<file path="config.mk">
export PLATFORM = sky130hd
export DESIGN_NAME = wbp_regslice
export DESIGN_NICKNAME = d
export VERILOG_FILES = /design/src/rtl/wbp_regslice.sv
export SDC_FILE = /design/constraint.sdc
export NUM_CORES = 1
export LEC_CHECK = 0
export BUFFER_PORTS_ARGS = -buffer_cell sky130_fd_sc_hd__buf_2
export CAP_MARGIN = 20
export CORE_ASPECT_RATIO = 1.75
export CORE_MARGIN = 5
export CORE_UTILIZATION = 43
export CTS_BUF_LIST = sky130_fd_sc_hd__clkbuf_8
export CTS_CLUSTER_SIZE = 20
export DETAILED_ROUTE_END_ITERATION = 8
export PLACE_DENSITY = 0.8
export REMOVE_ABC_BUFFERS = 1
export SETUP_SLACK_MARGIN = 0.05
export SYNTH_ARGS = -nofsm -noshare
export SYNTH_HDL_FRONTEND = slang
export SYNTH_SLANG_ARGS = --single-unit
</file>
<file path="constraint.sdc">
create_clock -name clk -period 2.9 [get_ports clk]
set_clock_uncertainty 0.15 [all_clocks]
set_input_delay 0.29 -clock clk [delete_from_list [all_inputs] [get_ports clk]]
set_output_delay 0.29 -clock clk [all_outputs]
set_load 0.005 [all_outputs]
</file>
<file path="src/rtl/wbp_regslice.sv">
`timescale 1ns/1ps
module wbp_regslice #(
  parameter int AW        = 32,
  parameter int DW        = 32,
  parameter bit REG_REQ   = 1'b0,
  parameter bit REG_STALL = 1'b1,
  parameter bit REG_RSP   = 1'b0,
  parameter int PEND_W    = 4
) (
  input  logic            clk,
  input  logic            rst,
  input  logic            up_cyc,
  input  logic            up_stb,
  input  logic            up_we,
  input  logic [AW-1:0]   up_adr,
  input  logic [DW-1:0]   up_wdat,
  input  logic [DW/8-1:0] up_sel,
  output logic            up_stall,
  output logic            up_ack,
  output logic [DW-1:0]   up_rdat,
  output logic            dn_cyc,
  output logic            dn_stb,
  output logic            dn_we,
  output logic [AW-1:0]   dn_adr,
  output logic [DW-1:0]   dn_wdat,
  output logic [DW/8-1:0] dn_sel,
  input  logic            dn_stall,
  input  logic            dn_ack,
  input  logic [DW-1:0]   dn_rdat
);
  localparam int SW    = DW / 8;
  localparam int PW    = 1 + AW + DW + SW;
  localparam bit HOLDS = REG_REQ | REG_STALL;

  logic          a_stb, b_stb, c_stb, b_stall, a_held, b_held;
  logic [PW-1:0] a_pl, b_pl, c_pl;

  assign a_stb = up_cyc & up_stb;
  assign a_pl  = {up_we, up_adr, up_wdat, up_sel};

  if (REG_STALL) begin : g_stall
    logic          stall_q, full_q, acc, full_d;
    logic [PW-1:0] hold_q;
    assign acc      = a_stb & ~stall_q;
    assign b_stb    = full_q | acc;
    assign b_pl     = full_q ? hold_q : a_pl;
    assign full_d   = b_stb & b_stall;
    assign up_stall = stall_q;
    assign a_held   = full_q;
    always_ff @(posedge clk) begin
      if (rst) begin
        stall_q <= 1'b0;
        full_q  <= 1'b0;
      end else begin
        stall_q <= acc | full_d;
        full_q  <= full_d;
      end
    end
    always_ff @(posedge clk) begin
      if (acc & b_stall) hold_q <= a_pl;
    end
  end else begin : g_stall_wire
    assign b_stb    = a_stb;
    assign b_pl     = a_pl;
    assign up_stall = b_stall;
    assign a_held   = 1'b0;
  end

  if (REG_REQ) begin : g_req
    logic          out_v, skid_v, acc, load;
    logic [PW-1:0] out_q, skid_q;
    assign acc     = b_stb & ~skid_v;
    assign load    = ~out_v | ~dn_stall;
    assign c_stb   = out_v;
    assign c_pl    = out_q;
    assign b_stall = skid_v;
    assign b_held  = out_v | skid_v;
    always_ff @(posedge clk) begin
      if (rst) begin
        out_v  <= 1'b0;
        skid_v <= 1'b0;
      end else if (load) begin
        out_v  <= skid_v | acc;
        skid_v <= 1'b0;
      end else if (acc) begin
        skid_v <= 1'b1;
      end
    end
    always_ff @(posedge clk) begin
      if (load)     out_q  <= skid_v ? skid_q : b_pl;
      else if (acc) skid_q <= b_pl;
    end
  end else begin : g_req_wire
    assign c_stb   = b_stb;
    assign c_pl    = b_pl;
    assign b_stall = dn_stall;
    assign b_held  = 1'b0;
  end

  assign dn_stb = c_stb;
  assign {dn_we, dn_adr, dn_wdat, dn_sel} = c_pl;

  if (HOLDS) begin : g_cyc
    logic [PEND_W-1:0] pend_q;
    logic              dn_take;
    assign dn_take = dn_stb & ~dn_stall;
    always_ff @(posedge clk) begin
      if (rst)                  pend_q <= '0;
      else if (dn_take & ~dn_ack) pend_q <= pend_q + PEND_W'(1);
      else if (~dn_take & dn_ack) pend_q <= pend_q - PEND_W'(1);
    end
    assign dn_cyc = up_cyc | a_held | b_held | (pend_q != '0);
  end else begin : g_cyc_wire
    assign dn_cyc = up_cyc;
  end

  if (REG_RSP) begin : g_rsp
    logic          ack_q;
    logic [DW-1:0] rdat_q;
    always_ff @(posedge clk) begin
      if (rst) ack_q <= 1'b0;
      else     ack_q <= dn_ack;
    end
    always_ff @(posedge clk) begin
      if (dn_ack) rdat_q <= dn_rdat;
    end
    assign up_ack  = ack_q;
    assign up_rdat = rdat_q;
  end else begin : g_rsp_wire
    assign up_ack  = dn_ack;
    assign up_rdat = dn_rdat;
  end
endmodule


</file>
# After elaboration in Yosys (flattened, before gate mapping)
# Index checks and enable logic that the tools add are counted.
[totals]
reg_bits = 75
inputBits = 107
output_inout_bits = 105
word_cells = 26
[op_classes]
add_sub_neg = 2
mux = 3
bitwise = 15
n_reduce_logical = 2
[op_table]
columns = ["op", "count"]
rows = [
  ["two-way mux 69 bit", 1],
  ["two-way mux 4 bit", 2],
  ["bitwise AND 1 bit", 7],
  ["adder 4 x 1 -> 4 bit (second input constant)", 1],
  ["inverter 1 bit", 4],
  ["OR 1 bit", 4],
  ["nonzero test 4 bit", 1],
  ["subtractor 4 x 1 -> 4 bit (second input constant)", 1],
  ["nonzero test 2 bit", 1],
]

# Depth between registers and ports, before layout
# Gate-level depths: netlist (run 1).
[logic_depth]
ltp_word = 8
mapped_depth = 11
ltp_nobuf = 11

# Worst setup path after synthesis (run 1)
# No wires, ideal clock.
[synth_path]
kind = "input -> register"
from = "in up_stb"
to = "reg g_stall.hold_q[0] (enable)"
setup_time_ps = 435
arrival_time_ps = 2118
required_ps = 2315
slack_ps = 198
stages = 3
n_path_buf = 0
cell_sequence = "nand2_1 -> nor2_1 -> and2_1"
[synth_via]
elab_chain_cells = 3
[synth_rtl]
columns = ["item", "line", "source"]
rows = [
  ["from (decl)", "13", "input logic up_stb,"],
  ["bitwise AND 1 bit", "38", "assign a_stb = up_cyc & up_stb;"],
  ["bitwise AND 1 bit", "44", "assign acc = a_stb & ~stall_q;"],
  ["bitwise AND 1 bit", "60", "if (acc & b_stall) hold_q <= a_pl;"],
  ["to (signal assigned)", "60", ""],
  ["to (decl)", "43", "logic [PW-1:0] hold_q;"],
]
# No other way between the ends.
# A chain may end at the register's enable or synchronous reset.

# Final worst setup path (run 1)
[layout_path]
from = "reg g_stall.stall_q (netlist: up_stall)"
to = "reg g_cyc.pend_q[3]"
[layout_via]
elab_chain_cells = 7
word_cells_on_any_way = 9
cone_classes = "mux: 1; bitwise: 7; reduce/logical: 1"
[layout_rtl]
columns = ["item", "line", "source"]
rows = [
  ["from (decl)", "42", "logic stall_q, full_q, acc, full_d;"],
  ["from (signal assigned)", "55", "stall_q <= acc | full_d;"],
  ["inverter 1 bit *", "44", ""],
  ["bitwise AND 1 bit *", "44", ""],
  ["OR 1 bit *", "45", "assign b_stb = full_q | acc;"],
  ["bitwise AND 1 bit *", "106", "assign dn_take = dn_stb & ~dn_stall;"],
  ["inverter 1 bit", "110", "else if (~dn_take & dn_ack) pend_q <= pend_q - PEND_W'(1);"],
  ["bitwise AND 1 bit", "110", ""],
  ["nonzero test 2 bit (no source line)", "n/a", ""],
  ["to (signal assigned)", "109", "else if (dn_take & ~dn_ack) pend_q <= pend_q + PEND_W'(1);"],
  ["to (signal assigned)", "110", ""],
  ["to (decl)", "104", "logic [PEND_W-1:0] pend_q;"],
]
# Mark *: on every way between the ends. The rest lies on a longest branch, timed or not.

==> impl_results.md, run 1 <==
- Worst slew pin tran: 0.867 ns
- Mux cell area share after synthesis: 0.228
- Peak supply drop: 307 uV
- FMAX: 412 MHz
- Synth Warn #: 0
- Pwr per Cell Area: 465 mW/mm^2
- DR pass1 iterations: 4
- Maximum buffer depth of the clock tree: 2
- Reg area: 0.00219 sq mm
- Total global routing overflow: 0
- Clk_lat worst skew: 0.35 ns
- 1st-iter DRT viols: 110
- Final Max Slew Viols: 0
- I/O pin total: 212
- Number of antenna diodes: 0
- Layout net count: 519
- DIE AREA: 0.0101 sq mm
- Final WL: 10.1 mm
- Hold Vio Cnt, Final: 0
- Die width: 78.2 microns
- Max-cap violations: 0
- Post-synth cell types: 23
- Clk root buf: clkbuf_8
- Post-DR wirelength/cell: 20.1 microns
- CP Capture Type: flip-flop
- Most common cell in the netlist: edfxtp_1
- PortBufs: 147
- Tmin final: 2.43 ns
- Asr flop ratio synth: 0
- Critical-path top delay cell: ha_1
- RD Place Congestion: 0.794
- Critical path class: flip-flop to flip-flop
- Crit share post-route: 0.837
- Sequential-to-total area share from yosys stat: 0.627
- Yosys top cell area share: 0.592
- Critical path startpoint category: flip-flop
- Largest net degree at the start of global routing: 72
- Compound-Gate Fraction of Synth Area: 0.00966
- Layout fillers: 611
- Avg Vias per Cell: 4.99
- CP cell instances: nor2_1, nor2_1, nor2_1, ha_1, inv_1, ha_1, a21oi_1, a211oi_2, a31oi_1, mux2_1
- Req. time, crit path: 2.99 ns
- Clk sinks: 75
- Slew headroom: 0.422
- Synth Area in XOR/XNOR: 0.00501
- Synth top cells by count: edfxtp_1 (69), mux2_2 (62), buf_4 (33), nor2_1 (11)
- Clk slew on worst S/H paths: 0.07 ns
- Worst Path Max Fanout: 4
- Main combinational cell family by area after synthesis: multiplexers
- DIE HEIGHT: 129 microns
- Area leader, netlist: edfxtp_1
- Core area: 0.00796 sq mm
- Setup TNS: 0 ns
- Row cnt: 43
- CP Data Arrival Time: 2.51 ns
- DRC violations left: 0
- P&R area growth vs syn: 41.0%
- First-pass GRT wire length: 14.8 mm
- Seq cells post-synth: 75
- EDFF count, synth: 69
- Final setup viols: 0
- Vias in the first global route: 2699
- Mapped Avg Cell Area: 15.9 sq um
- Synth top area cells: edfxtp_1 (59%), mux2_2 (20%), buf_4 (7.1%), dfxtp_1 (3.4%), mux2_1 (2.6%)
- Top delay family on crit path: compound AO/OA/AOI/OAI gates
- Footprint of the multi-input gates: 988 sq um
- Status: complete, no violations
- Initial antenna violation count: 0
- Top FF cell, synth: edfxtp_1
- Worst Hold Class: primary input to flip-flop
- Final core occ: 0.619
- Post-synthesis simple-gate area fraction: 0.0229
- Post-CTS Resized: 0
- GR Util All Layers: 0.201
- Num CTS Buffers: 9
- Buf/Inv on CP: 1
- Post-route ant nets: 0
- CP peak stage delay: 0.33 ns
- Adder-Cell Fraction of Synth Area: 0.0165
- Crit-path most repeated cell: nor2_1
- Syn Inst Count: 220
- H-tree levels: 3
- Via count: 2511
- Share of cells above drive strength 1: 0.547
- Post-synthesis cell area: 0.00350 sq mm
- Starting Density: 0.439
- TritonCTS clock tree: built
- Unrepaired setup endpoints after global routing: no
- P_leak: 2.02 nW
- DP HPWL: 7.08 mm
cells in the final DEF, fill, tap and decap left out, types with 2 or more instances in the layout:
cell / count
buf_2: 147
edfxtp_1: 69
dlygate4sd3_1: 69
mux2_2: 62
nor2_1: 11
clkbuf_8: 9
mux2_1: 8
inv_1: 6
dfxtp_1: 5
a21oi_1: 3
ha_1: 3
nand2_1: 2
clkinv_2: 2
clkinv_1: 2
buf_12: 2
power breakdown:
group	total, mW	leakage (nW)	internal [mW]	switching, mW
clock	0.655	0.0916	0.292	0.363
combinational	0.393	1.24	0.232	0.161
sequential	1.25	0.682	1.23	0.0202
final timing paths:
check / startpoint / endpoint / slack [ns] / cells after the start
setup / recovery: up_stall / g_cyc.pend_q[3] / 0.47 / 10
hold / removal: rst / g_cyc.pend_q[1] / 0.07 / 2
setup reg to reg: up_stall / g_cyc.pend_q[3] / 0.47 / 10
hold reg to reg: g_cyc.pend_q[3] / g_cyc.pend_q[3] / 0.42 / 2
final cells by class:
class,count,share of cell area
inverters,3,0.00228
well taps,90,0.0228
flip-flops and latches,75,0.445
multi-input cells,100,0.200
repair buffers,219,0.299
clock inverters,7,0.00583
clock buffers,9,0.0251
state kept, by name, summed over array words and instances (netlist names):
signal and count:
up_stall 1, a_held 1, g_stall.hold_q 69, g_cyc.pend_q 4
stage by stage:
step	power [mW]	instances	setup slack, ns	hold slack, ns	cell area, sq um
CTS	2.31	503	0.491	0.0542	4930
global route	2.41	503	0.325	0.0680	4930
finish	2.29	503	0.474	0.0724	4930
detailed placement	1.59	418	0.375	0.330	4090
floorplan	1.42	178	-0.896	0.212	3190
global placement	1.58	418	0.572	0.328	4090
timing repair:
| item | in CTS | in global routing |
|---|---|---|
| hold endpoints to repair | 69 | 0 |
| hold buffers | 69 | 0 |
| buffers inserted | 0 | 0 |
worst register-to-register path: cells and delay by family, from the launching register on:
| kind | cells | cell delay [ns] |
|---|---|---|
| buf+inv | 1 | 0.10 |
| compound gates | 3 | 0.51 |
| fa+ha+maj | 2 | 0.50 |
| mux | 1 | 0.33 |
| simple gates | 3 | 0.40 |
| flops | 1 | 0.32 |
logic make-up (layout without fill, tap and decap cells):
| kind of cell | after synthesis | after routing |
|---|---|---|
| buf+inv | 45 | 238 |
| simple gates | 18 | 18 |
| compound gates | 5 | 5 |
| xor+xnor | 2 | 2 |
| flops | 75 | 75 |
| fa+ha+maj | 4 | 4 |
| mux | 71 | 71 |
routing by layer:
metal  vias to the layer above  GRT usage  routed length (microns)
met4                         2      0.105                      287
met2                       129      0.343                     5210
li1                       1161          -                        -
met1                      1199      0.196                     3420
met3                        20      0.100                     1110
met5                         -     0.0450                       60
Power figures use the tool's default switching activity.
==> run 2, diff against run 1 <==
Settings changed: ABC_AREA set to 1, CORE_UTILIZATION 43 to 41, PLACE_DENSITY 0.8 to 0.79.
Clock period 2.9 ns to 2.1 ns, I/O delays scaled along.
==> run 2 against run 1 <==
Non-clock buffer count increased by 4; critical path depth is 1 lower; utilization shrank 2.3 points; highest routed layer unchanged; first-iteration DRC count increased by 71%; largest cell class unchanged; cell area grew 3.5%.
==> impl_results.md, run 2 <==
- Share of cells above drive strength 1: 0.304 (was 0.547)
- Status: complete, no violations (unchanged)
- Final setup viols: 0 (unchanged)
- Die width: 80.4 microns (was 78.2 microns)
- Top FF cell, synth: edfxtp_1 (unchanged)
- Largest net degree at the start of global routing: 71 (was 72)
- Starting Density: 0.416 (was 0.439)
- DIE AREA: 0.0107 sq mm (was 0.0101 sq mm)
- Synth top cells by count: nand2_1 (221), edfxtp_1 (69), buf_4 (33), buf_2 (13), inv_1 (10) (was edfxtp_1 (69), mux2_2 (62), buf_4 (33), nor2_1 (11))
- Asr flop ratio synth: 0 (unchanged)
- Tmin final: 2.02 ns
- Row cnt: 45 (was 43)
- Commonest cells after routing, fill and taps aside: nand2_1 (221), buf_2 (147), dlygate4sd3_1 (71) (was buf_2 (147), edfxtp_1 (69), dlygate4sd3_1 (69))
- Synth top area cells: edfxtp_1 (58%), nand2_1 (23%), buf_4 (7.0%), dfxtp_1 (3.4%), buf_2 (1.8%) (was edfxtp_1 (59%), mux2_2 (20%), buf_4 (7.1%), dfxtp_1 (3.4%), mux2_1 (2.6%))
- Clk root buf: clkbuf_8 (unchanged)
- P_leak: 2.43 nW (was 2.02 nW)
- Placed instance area: 0.00416 sq mm (was 0.00409 sq mm)
- Maximum buffer depth of the clock tree: 2 (unchanged)
- Yosys top cell area share: 0.582 (was 0.592)
- Final Max Slew Viols: 0 (unchanged)
- Internal power: 2.64 mW (was 1.75 mW)
- Core area: 0.00856 sq mm (was 0.00796 sq mm)
- Final core occ: 0.597 (was 0.619)
- FMAX: 496 MHz
- CP Data Arrival Time: 2.09 ns (was 2.51 ns)
- Total global routing overflow: 0 (unchanged)
- Most common cell after layout, fill and taps aside: nand2_1 (was buf_2)
- Sw Pwr: 0.810 mW (was 0.544 mW)
- Initial antenna violation count: 0 (unchanged)
- Critical path class: primary input to flip-flop (was flip-flop to flip-flop)
- Clk_lat worst skew: 0.33 ns (was 0.35 ns)
- Gate power share: 0.166 (was 0.171)
- Avg Vias per Cell: 4.72 (was 4.99)
- Worst Path Max Fanout: 4 (unchanged)
- Slew headroom: 0.661 (was 0.422)
- Post-DR wirelength/cell: 15.8 microns (was 20.1 microns)
- Peak supply drop: 539 uV (was 307 uV)
- Layout fillers: 699 (was 611)
- Clk sinks: 75 (unchanged)
- Max FFs per register: 69 (unchanged)
- Most common cell in the netlist: nand2_1 (was edfxtp_1)
- Syn Inst Count: 378 (was 220)
- Post-synth cell types: 18 (was 23)
- Max-cap violations: 0 (unchanged)
- Unrepaired setup endpoints after global routing: no (unchanged)
- Clk slew on worst S/H paths: 0.07 ns (about the same)
- Via count: 3241 (was 2511)
- DR pass1 iterations: 4 (unchanged)
- PnR Total Power: 3.45 mW (was 2.29 mW)
- H-tree levels: 3 (unchanged)
- P&R area growth vs syn: 43.5% (was 41.0%)
- TritonCTS clock tree: built (unchanged)
- Worst slew pin tran: 0.509 ns (was 0.867 ns)
- Pwr per Cell Area: 675 mW/mm^2 (was 465 mW/mm^2)
- Post-synthesis cell area: 0.00356 sq mm (was 0.00350 sq mm)
- Setup TNS: 0 ns (unchanged)
- Final setup margin: 0.0826 ns (was 0.474 ns)
- 1st-iter DRT viols: 188 (was 110)
- Seq pwr share: 0.497 (was 0.543)
- RD Place Congestion: 0.770 (was 0.794)
- DRC violations left: 0 (unchanged)
- EDFF count, synth: 69 (unchanged)
- PortBufs: 147 (unchanged)
- Hold Vio Cnt, Final: 0 (unchanged)
- Top Registers: g_stall.hold_q (69), g_cyc.pend_q (4) (unchanged)
- Final Cell Area: 0.00511 sq mm (was 0.00493 sq mm)
- I/O pin total: 212 (unchanged)
- Post-route ant nets: 0 (unchanged)
- GR Util All Layers: 0.201 (about the same)
- Area leader, netlist: edfxtp_1 (unchanged)
- Biggest register: g_stall.hold_q (unchanged)
- CP Capture Type: flip-flop (unchanged)
- Final WL: 10.9 mm (was 10.1 mm)
- Clock share of power: 0.337 (was 0.285)
- Mapped Avg Cell Area: 9.41 sq um (was 15.9 sq um)
- Seq cells post-synth: 75 (unchanged)
- DP HPWL: 7.06 mm (was 7.08 mm)
- DP Worst Slack: 0.0847 ns (was 0.375 ns)
- Net Sw Frac: 0.235 (was 0.237)
- Layout net count: 675 (was 519)
- Critical path startpoint category: primary input (was flip-flop)
- Num CTS Buffers: 9 (unchanged)
- Crit share post-route: 0.961
- Sequential-to-total area share from yosys stat: 0.616 (was 0.627)
- Synth Warn #: 0 (unchanged)
- First-pass GRT wire length: 16.3 mm (was 14.8 mm)
- Vias in the first global route: 3275 (was 2699)
- DIE HEIGHT: 133 microns (was 129 microns)
- Req. time, crit path: 2.18 ns (was 2.99 ns)
- Worst Hold Class: primary input to flip-flop (unchanged)
run 2: cell count changes in the layout (fill, tap and decap cells not counted), moves of 2 or more:
cell / change
inv_1: +4
mux2_1: -8
nor2_1: -6
bufinv_16: +2
nand2_1: +219
ha_1: -2
buf_6: +2
dlygate4sd3_1: +2
inv_2: +2
nand3_1: +2
mux2_2: -62
a21oi_1: +2
run 2: layout make-up:
class	count	area [sq um]	area share
Clock inverter	7	83.8	0.0164
Sequential cell	75	2190	0.430
Inverter	11	41.3	0.00809
Tap cell	117	146	0.0287
Antenna cell	1	2.50	0.000490
Multi-Input combinational cell	244	1010	0.198
Timing Repair Buffer	223	1500	0.295
Clock buffer	9	124	0.0243
run 2: power by group through the flow:
| stage | Combinational (mW) | Sequential [mW] | Clock (mW) |
|---|---|---|---|
| 2_1_floorplan | 0.196 | 1.75 | 0 |
| 3_3_place_gp | 0.432 | 1.74 | 0 |
| 3_5_place_dp | 0.451 | 1.74 | 0 |
| 4_1_cts | 0.555 | 1.71 | 1.21 |
| 6_report | 0.572 | 1.71 | 1.16 |
| 5_1_grt | 0.627 | 1.72 | 1.29 |
run 2: path summary, 6_finish.rpt:
path	startpoint	end	slack (ns)	cells after the start
hold reg to reg	g_cyc.pend_q[0]	g_cyc.pend_q[0]	0.39	2
hold / removal	up_stb	up_stall	0.16	4
setup reg to reg	up_stall	g_cyc.pend_q[2]	0.12	9
setup / recovery	dn_stall	g_cyc.pend_q[2]	0.08	9
run 2: critical path, cell delays in order:
cell and delay, ns:
dlygate4sd3_1 0.54, buf_2 0.14, a21oi_1 0.14, ha_2 0.21, inv_2 0.07, fa_1 0.39
xor2_1 0.18, o21ai_0 0.17, inv_1 0.06
run 2: through the flow:
step / instances / hold slack [ns]
floorplan: 330 / 0.129
global placement: 599 / 0.251
detailed placement: 599 / 0.254
CTS: 686 / 0.109
global route: 686 / 0.143
finish: 687 / 0.159
run 2: routing by layer:
layer  GRT usage  vias to the layer above  share of wire
met5      0.0400                        -         0.0056
met2       0.322                      173           0.49
met3      0.0839                       33          0.093
met4       0.113                        2          0.037
met1       0.216                     1493           0.37
li1            -                     1540              -
run 2: timing repair:
item                       CTS  global route
buffers inserted             0             0
setup endpoints to repair    0            72
hold buffers                71             0
resized for setup            0             5
hold endpoints to repair    73             0
run 2: logic make-up (layout without fill, tap and decap cells):
| logic type | count (synthesis) | in the layout | synth area share |
|---|---|---|---|
| fa+ha+maj | 4 | 4 | 0.0162 |
| simple gates | 233 | 233 | 0.251 |
| compound gates | 6 | 6 | 0.00844 |
| other cells | 0 | 1 | 0 |
| flops | 75 | 75 | 0.616 |
| buf+inv | 59 | 250 | 0.106 |
| xor+xnor | 1 | 1 | 0.00246 |
